[src/rtl/ptw_pkg.sv]
package ptw_pkg;

  typedef enum logic [2:0] {
    ST_IDLE  = 3'd0,
    ST_L1    = 3'd1,
    ST_L2    = 3'd2,
    ST_L3    = 3'd3,
    ST_DONE  = 3'd4,
    ST_FAULT = 3'd5
  } walk_st_e;

endpackage

[src/rtl/ptw_base_reg.sv]
module ptw_base_reg #(
  parameter int W = 32
) (
  input  logic         clk,
  input  logic         rst_n,
  input  logic         wr_en,
  input  logic         kernel,
  input  logic [W-1:0] wdata,
  output logic [W-1:0] base
);

  logic         load;
  logic [W-1:0] base_q;

  assign load = wr_en & kernel;

  always_ff @(posedge clk or negedge rst_n) begin
    if (!rst_n) begin
      base_q <= '0;
    end else if (load) begin
      base_q <= wdata;
    end
  end

  assign base = base_q;

  AST_BASE_USER_HOLD: assert property (@(posedge clk) disable iff (!rst_n)
    (wr_en && !kernel) |=> $stable(base));

endmodule

[src/rtl/ptw_addr_gen.sv]
module ptw_addr_gen #(
  parameter int MA_W   = 32,
  parameter int L1_W   = 7,
  parameter int L2_W   = 7,
  parameter int L3_W   = 6,
  parameter int ENT_SH = 2
) (
  input  logic [L1_W+L2_W+L3_W-1:0] vpn,
  input  logic [1:0]                lvl,
  input  logic [MA_W-1:0]           base,
  input  logic [MA_W-1:0]           ptr,
  output logic [MA_W-1:0]           addr
);

  localparam int VPN_W = L1_W + L2_W + L3_W;

  logic [MA_W-1:0] scaled [3];
  logic [MA_W-1:0] table_base;

  for (genvar g = 0; g < 3; g++) begin : g_lvl
    localparam int FW  = (g == 0) ? L1_W : (g == 1) ? L2_W : L3_W;
    localparam int LSB = (g == 0) ? (L2_W + L3_W) : (g == 1) ? L3_W : 0;
    logic [FW-1:0] field;
    assign field     = vpn[LSB +: FW];
    assign scaled[g] = {{(MA_W-FW){1'b0}}, field} << ENT_SH;
  end

  assign table_base = (lvl == 2'd0) ? base : ptr;

  always_comb begin
    case (lvl)
      2'd1:    addr = table_base + scaled[1];
      2'd2:    addr = table_base + scaled[2];
      default: addr = table_base + scaled[0];
    endcase
  end

  initial begin
    assert (VPN_W <= MA_W) else $error("vpn wider than memory address");
  end

endmodule

[src/rtl/ptw_walker.sv]
module ptw_walker
  import ptw_pkg::*;
#(
  parameter int VA_W  = 32,
  parameter int OFF_W = 12,
  parameter int L1_W  = 7,
  parameter int L2_W  = 7,
  parameter int L3_W  = 6,
  parameter int PPN_W = 18,
  parameter int ENT_W = 32,
  parameter int MA_W  = 32
) (
  input  logic                     clk,
  input  logic                     rst_n,
  input  logic                     cfg_we,
  input  logic                     cfg_kernel,
  input  logic [MA_W-1:0]          cfg_base,
  input  logic                     req_valid,
  output logic                     req_ready,
  input  logic [VA_W-1:0]          req_vaddr,
  output logic                     rsp_valid,
  output logic                     rsp_fault,
  output logic [VA_W-OFF_W-1:0]    rsp_vpn,
  output logic [PPN_W-1:0]         rsp_ppn,
  output logic [PPN_W+OFF_W-1:0]   rsp_paddr,
  output logic                     mem_rd_en,
  output logic [MA_W-1:0]          mem_rd_addr,
  input  logic                     mem_rd_valid,
  input  logic [ENT_W-1:0]         mem_rd_data
);

  localparam int VPN_W   = VA_W - OFF_W;
  localparam int PA_W    = PPN_W + OFF_W;
  localparam int VLD_BIT = ENT_W - 1;
  localparam logic [ENT_W-1:0] PTR_MASK = ~({{(ENT_W-1){1'b0}}, 1'b1} << VLD_BIT);

  walk_st_e          st_q, st_d;
  logic              rd_pend_q, rd_pend_d;
  logic [VA_W-1:0]   va_q;
  logic [MA_W-1:0]   ptr_q, ptr_d;
  logic [PPN_W-1:0]  ppn_q, ppn_d;
  logic              ptr_en, ppn_en, va_en;
  logic              accept, in_walk, entry_ok;
  logic [1:0]        lvl;
  logic [MA_W-1:0]   base;
  logic [ENT_W-1:0]  masked;

  ptw_base_reg #(.W(MA_W)) u_base (
    .clk    (clk),
    .rst_n  (rst_n),
    .wr_en  (cfg_we),
    .kernel (cfg_kernel),
    .wdata  (cfg_base),
    .base   (base)
  );

  ptw_addr_gen #(
    .MA_W  (MA_W),
    .L1_W  (L1_W),
    .L2_W  (L2_W),
    .L3_W  (L3_W),
    .ENT_SH(2)
  ) u_addr (
    .vpn  (va_q[VA_W-1:OFF_W]),
    .lvl  (lvl),
    .base (base),
    .ptr  (ptr_q),
    .addr (mem_rd_addr)
  );

  assign req_ready = (st_q == ST_IDLE);
  assign accept    = req_ready & req_valid;
  assign va_en     = accept;
  assign in_walk   = (st_q == ST_L1) | (st_q == ST_L2) | (st_q == ST_L3);
  assign entry_ok  = mem_rd_data[VLD_BIT];
  assign masked    = mem_rd_data & PTR_MASK;
  assign ptr_d     = MA_W'(masked);

  always_comb begin
    case (st_q)
      ST_L2:   lvl = 2'd1;
      ST_L3:   lvl = 2'd2;
      default: lvl = 2'd0;
    endcase
  end

  // next-state and enables
  always_comb begin
    st_d      = st_q;
    rd_pend_d = rd_pend_q;
    ptr_en    = 1'b0;
    ppn_en    = 1'b0;
    ppn_d     = ppn_q;
    case (st_q)
      ST_IDLE: begin
        if (accept) begin
          st_d      = ST_L1;
          rd_pend_d = 1'b0;
        end
      end
      ST_L1, ST_L2, ST_L3: begin
        if (!rd_pend_q) begin
          rd_pend_d = 1'b1;
        end else if (mem_rd_valid) begin
          rd_pend_d = 1'b0;
          if (!entry_ok) begin
            st_d   = ST_FAULT;
            ppn_en = 1'b1;
            ppn_d  = '0;
          end else if (st_q == ST_L3) begin
            st_d   = ST_DONE;
            ppn_en = 1'b1;
            ppn_d  = mem_rd_data[PPN_W-1:0];
          end else begin
            st_d   = (st_q == ST_L1) ? ST_L2 : ST_L3;
            ptr_en = 1'b1;
          end
        end
      end
      ST_DONE, ST_FAULT: st_d = ST_IDLE;
      default:           st_d = ST_IDLE;
    endcase
  end

  always_ff @(posedge clk or negedge rst_n) begin
    if (!rst_n) begin
      st_q      <= ST_IDLE;
      rd_pend_q <= 1'b0;
      va_q      <= '0;
      ptr_q     <= '0;
      ppn_q     <= '0;
    end else begin
      st_q      <= st_d;
      rd_pend_q <= rd_pend_d;
      if (va_en)  va_q  <= req_vaddr;
      if (ptr_en) ptr_q <= ptr_d;
      if (ppn_en) ppn_q <= ppn_d;
    end
  end

  assign mem_rd_en = in_walk & ~rd_pend_q;
  assign rsp_valid = (st_q == ST_DONE) | (st_q == ST_FAULT);
  assign rsp_fault = (st_q == ST_FAULT);
  assign rsp_vpn   = va_q[VA_W-1:OFF_W];
  assign rsp_ppn   = ppn_q;
  assign rsp_paddr = rsp_fault ? '0 : {ppn_q, va_q[OFF_W-1:0]};

  initial begin
    assert (VPN_W == L1_W + L2_W + L3_W) else $error("index fields do not cover vpn");
    assert (PA_W <= MA_W) else $error("physical address wider than memory address");
  end

  AST_SINGLE_RD_PULSE: assert property (@(posedge clk) disable iff (!rst_n)
    mem_rd_en |=> !mem_rd_en);
  AST_IDLE_QUIET: assert property (@(posedge clk) disable iff (!rst_n)
    req_ready |-> (!mem_rd_en && !rsp_valid));
  AST_VPN_HELD_BUSY: assert property (@(posedge clk) disable iff (!rst_n)
    !req_ready |=> $stable(rsp_vpn));
  AST_RSP_AFTER_BEAT: assert property (@(posedge clk) disable iff (!rst_n)
    rsp_valid |-> $past(mem_rd_valid));
  AST_RSP_ONE_CYCLE: assert property (@(posedge clk) disable iff (!rst_n)
    rsp_valid |=> (!rsp_valid && req_ready));
  AST_FAULT_NO_PPN: assert property (@(posedge clk) disable iff (!rst_n)
    (rsp_valid && rsp_fault) |-> (rsp_ppn == '0));

endmodule

[config.mk]
export PLATFORM = sky130hd
export DESIGN_NAME = ptw_walker
export DESIGN_NICKNAME = d
export VERILOG_FILES = /design/src/rtl/ptw_pkg.sv /design/src/rtl/ptw_base_reg.sv /design/src/rtl/ptw_addr_gen.sv /design/src/rtl/ptw_walker.sv
export SDC_FILE = /design/constraint.sdc
export NUM_CORES = 1
export LEC_CHECK = 0
export BUFFER_PORTS_ARGS = -buffer_cell sky130_fd_sc_hd__buf_2
export CAP_MARGIN = 15
export CORE_ASPECT_RATIO = 1.4
export CORE_MARGIN = 1
export CORE_UTILIZATION = 25
export DETAILED_ROUTE_END_ITERATION = 10
export HOLD_SLACK_MARGIN = 0.12
export PLACE_DENSITY = 0.44
export SETUP_SLACK_MARGIN = 0.3
export SLEW_MARGIN = 20
export SYNTH_ARGS = -nofsm -noshare
export SYNTH_HDL_FRONTEND = slang
export SYNTH_SLANG_ARGS = --single-unit
export TNS_END_PERCENT = 50
[constraint.sdc]
create_clock -name clk -period 5.45 [get_ports clk]
set_clock_uncertainty 0.1 [all_clocks]
set_input_delay 0.545 -clock clk [delete_from_list [all_inputs] [get_ports clk]]
set_output_delay 0.545 -clock clk [all_outputs]
set_load 0.01 [all_outputs]
==> flow_metrics.env <==
export IMPL_status="finished clean"
export IMPL_max_freq_mhz=222.7
export IMPL_drc=0
export IMPL_critPathMaxFanout=15
export IMPL_cp_cell_sequence="mux2i_1 > o21ai_0 > ha_1 > inv_1 > fa_1 > nand2b_1 > a21oi_1 > o221a_2 > nand4_1 > and4bb_2 > xnor2_1 > buf_2"
export IMPL_worstPathArrival_ns=3.84
export IMPL_synth_cell_types=44
export IMPL_core_area_um2=24840
export IMPL_synthesis_instances=601
export IMPL_cts_tree="yes"
export IMPL_r2r_start="st_q[0]"
export IMPL_clock_sinks=117
export IMPL_end_kind="output port"
export IMPL_cts_buffers_inserted=17
export IMPL_final_antenna_net_count=0
export IMPL_wire_per_inst_um=16.95
export IMPL_postSynthAreaPerCell_um2=10.61
export IMPL_fin_nets=890
export IMPL_antenna_found_initial=4
export IMPL_grt_pass1_vias=5051
export IMPL_rsz0062_at_grt="no"
export IMPL_maxSlewViolCount=0
export IMPL_start_util_pct=25.67
export IMPL_num_io_pins=206
export IMPL_syn_area_um2=6379
export IMPL_holdPathStages=2
export IMPL_maxCapViolCount=0
export IMPL_ys_async_sr_fraction_pct=100.0
export IMPL_p_seq_share_pct=30.7
export IMPL_synth_warnings=0
export IMPL_path_clk_slew_ns=0.06
export IMPL_grt_pass1_wl_um=28780
export IMPL_synth_seq_area_share_pct=45.90
export IMPL_cp_required_ns=4.81
export IMPL_cp_start_kind="flip-flop"
export IMPL_hold_end="u_base.base[28]"
export IMPL_r2r_setup_slack_ns=3.14
export IMPL_dieArea_um2=26170
export IMPL_crit_slowest_cell="dfrtp_1"
export IMPL_routed_wl_um=18820
export IMPL_power_switching_mw=2.030
export IMPL_fin_setup_tns_ns=0
export IMPL_finalSetupViolations=0
export IMPL_cts_root_buf="clkbuf_16"
export IMPL_synth_ff_type="dfrtp_1"
export IMPL_period_needed_ns=4.490
export IMPL_fp_dieW_um=137
export IMPL_area_delta_synth_final_pct=28.05
export IMPL_n_fill_cell=2618
export IMPL_power_leakage_nw=3.853
export IMPL_place_port_buffers=205
export IMPL_ir_drop_mv=0.2410
export IMPL_pwr_share_clk_pct=22.6
export IMPL_synth_edf_count=0
export IMPL_p_per_area_nw_per_um2=622.9
export IMPL_drtIter0Drc=153
export IMPL_cts_resized=0
export IMPL_layout_drive_gt1_share_pct=44.19
export IMPL_total_power_mw=5.088
export IMPL_grt_max_degree=65
export IMPL_pwr_share_comb_pct=46.7
export IMPL_drtPass1Iterations=4
export IMPL_internal_power_mw=3.058
export IMPL_post_dp_hpwl_um=14000
export IMPL_vias=4896
export IMPL_final_util_pct=32.88
export IMPL_clk_latency_ns=0.41
export IMPL_period_share_pct=82.38
export IMPL_worst_r2r_endpoint="va_q[23]"
export IMPL_path_class="reg2out"
export IMPL_dp_cells=1075
export IMPL_num_rows=68
export IMPL_hold_viol=0
export IMPL_vias_per_cell=4.411
export IMPL_clk_path_buf_depth=2
export IMPL_r2r_cells=3
export IMPL_die_height_um=191.0
export IMPL_htreeDepth=4
export IMPL_worst_pin_slew_ns=0.8251
export IMPL_cpPeakStageDelay_ns=0.71
export IMPL_slew_headroom_pct=44.99
export IMPL_worst_hold_path_type="in2reg"
export IMPL_syn_num_nets=711
export IMPL_gp_congestion=0.7838
export IMPL_holdWs_ns=0.2499
export IMPL_grt_usage_pct=14.95
export IMPL_grt_ovfl_total=0
export IMPL_switching_share_pct=39.90
export IMPL_synth_seq_cells=117
export IMPL_worstHoldStart="cfg_base[28]"
export IMPL_fin_cells=1110
## worst max-delay path, delay by kind of cell (launching register included)
| kind | cells | cell delay, ns |
|---|---|---|
| muxes | 1 | 0.15 |
| buffers and inverters | 2 | 0.20 |
| DFF | 1 | 0.71 |
| xor gates and xnor gates | 1 | 0.13 |
| AOI/OAI and AO/OA | 3 | 0.71 |
| and+or+nand+nor | 3 | 0.93 |
| adders and majority gates | 2 | 0.59 |
## Yosys cell counts, types with 2 or more instances
master / n / area share (%)
o211ai_1: 2 / 0.24
and2_1: 34 / 3.3
xor2_1: 10 / 1.4
mux2i_2: 3 / 0.65
buf_4: 21 / 2.5
nand2b_1: 3 / 0.29
mux2i_4: 2 / 0.71
buf_6: 2 / 0.35
a21oi_1: 7 / 0.55
nor3_1: 5 / 0.39
o21ai_0: 29 / 2.3
mux2_2: 97 / 17
mux2i_1: 30 / 4.7
ha_1: 7 / 1.4
a2111oi_0: 2 / 0.27
nand3_1: 20 / 1.6
and4bb_2: 2 / 0.39
nand2_1: 116 / 6.8
buf_2: 3 / 0.24
nor2_1: 9 / 0.53
clkbuf_1: 18 / 1.1
nor2b_1: 6 / 0.59
buf_1: 7 / 0.41
nand3b_1: 2 / 0.24
a21boi_0: 2 / 0.24
xnor2_1: 20 / 2.7
inv_1: 6 / 0.35
dfrtp_1: 117 / 46
and3_1: 4 / 0.39
## registers in the layout, indices dropped and copies added (netlist names)
| register | count |
|---|---|
| va_q | 32 |
| u_base.base | 32 |
| rsp_ppn | 18 |
| rd_pend_q | 1 |
| ptr_q | 31 |
| st_q | 3 |
## cell type report
class / count / area (um^2) / share of cell area (%)
diodes: 3 / 7.507 / 0.09191
clock buffers: 20 / 436.7 / 5.346
clock inverters: 11 / 153.9 / 1.884
inverters: 6 / 22.52 / 0.2757
multi-input cells: 426 / 3138 / 38.42
flip-flops and latches: 117 / 2928 / 35.85
well taps: 315 / 394.1 / 4.825
repair buffers: 212 / 1087 / 13.31
## cells in the final DEF, fill, tap and decap left out, types with 2 or more instances in the layout
| cell | count |
|---|---|
| buf_2 | 204 |
| dfrtp_1 | 117 |
| nand2_1 | 116 |
| mux2_2 | 97 |
| and2_1 | 33 |
| mux2i_1 | 30 |
| o21ai_0 | 29 |
| nand3_1 | 20 |
| xnor2_1 | 20 |
| clkbuf_16 | 17 |
| xor2_1 | 10 |
| nor2_1 | 9 |
| a21oi_1 | 7 |
| ha_1 | 7 |
| inv_1 | 6 |
| buf_4 | 6 |
| nor2b_1 | 5 |
| and3_1 | 4 |
| nor3_1 | 4 |
| clkinv_4 | 4 |
| diode_2 | 3 |
| nand2b_1 | 3 |
| mux2i_2 | 3 |
| bufinv_16 | 3 |
| clkbuf_1 | 3 |
| a21boi_0 | 2 |
| mux2i_4 | 2 |
| o211ai_1 | 2 |
| and4bb_2 | 2 |
| nand3b_1 | 2 |
| a2111oi_0 | 2 |
| clkinvlp_4 | 2 |
## metrics by stage
stage                     area (um^2)  worst slack [ns]
after detailed placement         7560             1.357
after global routing             8160            0.5902
final                            8168            0.9601
after CTS                        8160            0.8857
after floorplan                  6379             1.128
after global placement           7560             1.448
## power groups by stage
stage	clock network, mW	logic [mW]	registers (mW)
floorplan	0	1.69	1.46
global placement	0	2.41	1.59
detailed placement	0	2.42	1.59
CTS	1.19	2.43	1.58
global route	1.22	2.65	1.62
finish	1.15	2.38	1.56
## repair_timing
action / in CTS / in global routing
hold endpoints to repair: 63 / 0
hold buffers: 1 / 0
setup endpoints to repair: 0 / 0
setup buffers: 0 / 0
## routing by layer
layer | track usage, % | up-vias | share of wire, %
met3 | 4.959 | 20 | 5.1
met1 | 16.84 | 2351 | 42
met4 | 4.480 | 4 | 1.0
met5 | 0 | - | 0.12
met2 | 26.34 | 127 | 52
li1 | - | 2394 | -
## worst max path at each step
stage	from	to	slack, ns	cells past startpoint
6_report	st_q[0]	mem_rd_addr[30]	0.96	12
5_1_grt	st_q[0]	mem_rd_addr[30]	0.59	12
4_1_cts	st_q[0]	mem_rd_addr[30]	0.89	12
2_1_floorplan	st_q[1]	mem_rd_addr[30]	1.13	18
3_5_place_dp	st_q[0]	mem_rd_addr[30]	1.36	12
3_3_place_gp	st_q[2]	mem_rd_addr[30]	1.45	13
## cell families after synthesis
group	Yosys count	share of synthesized area [%]
buf+inv	58	5.119
simple gates	205	15.08
xor+xnor	30	4.119
compound gates	51	4.904
mux	132	23.19
fa+ha+maj	8	1.687
flops	117	45.90
No activity file was read; power rests on OpenSTA's default activity.
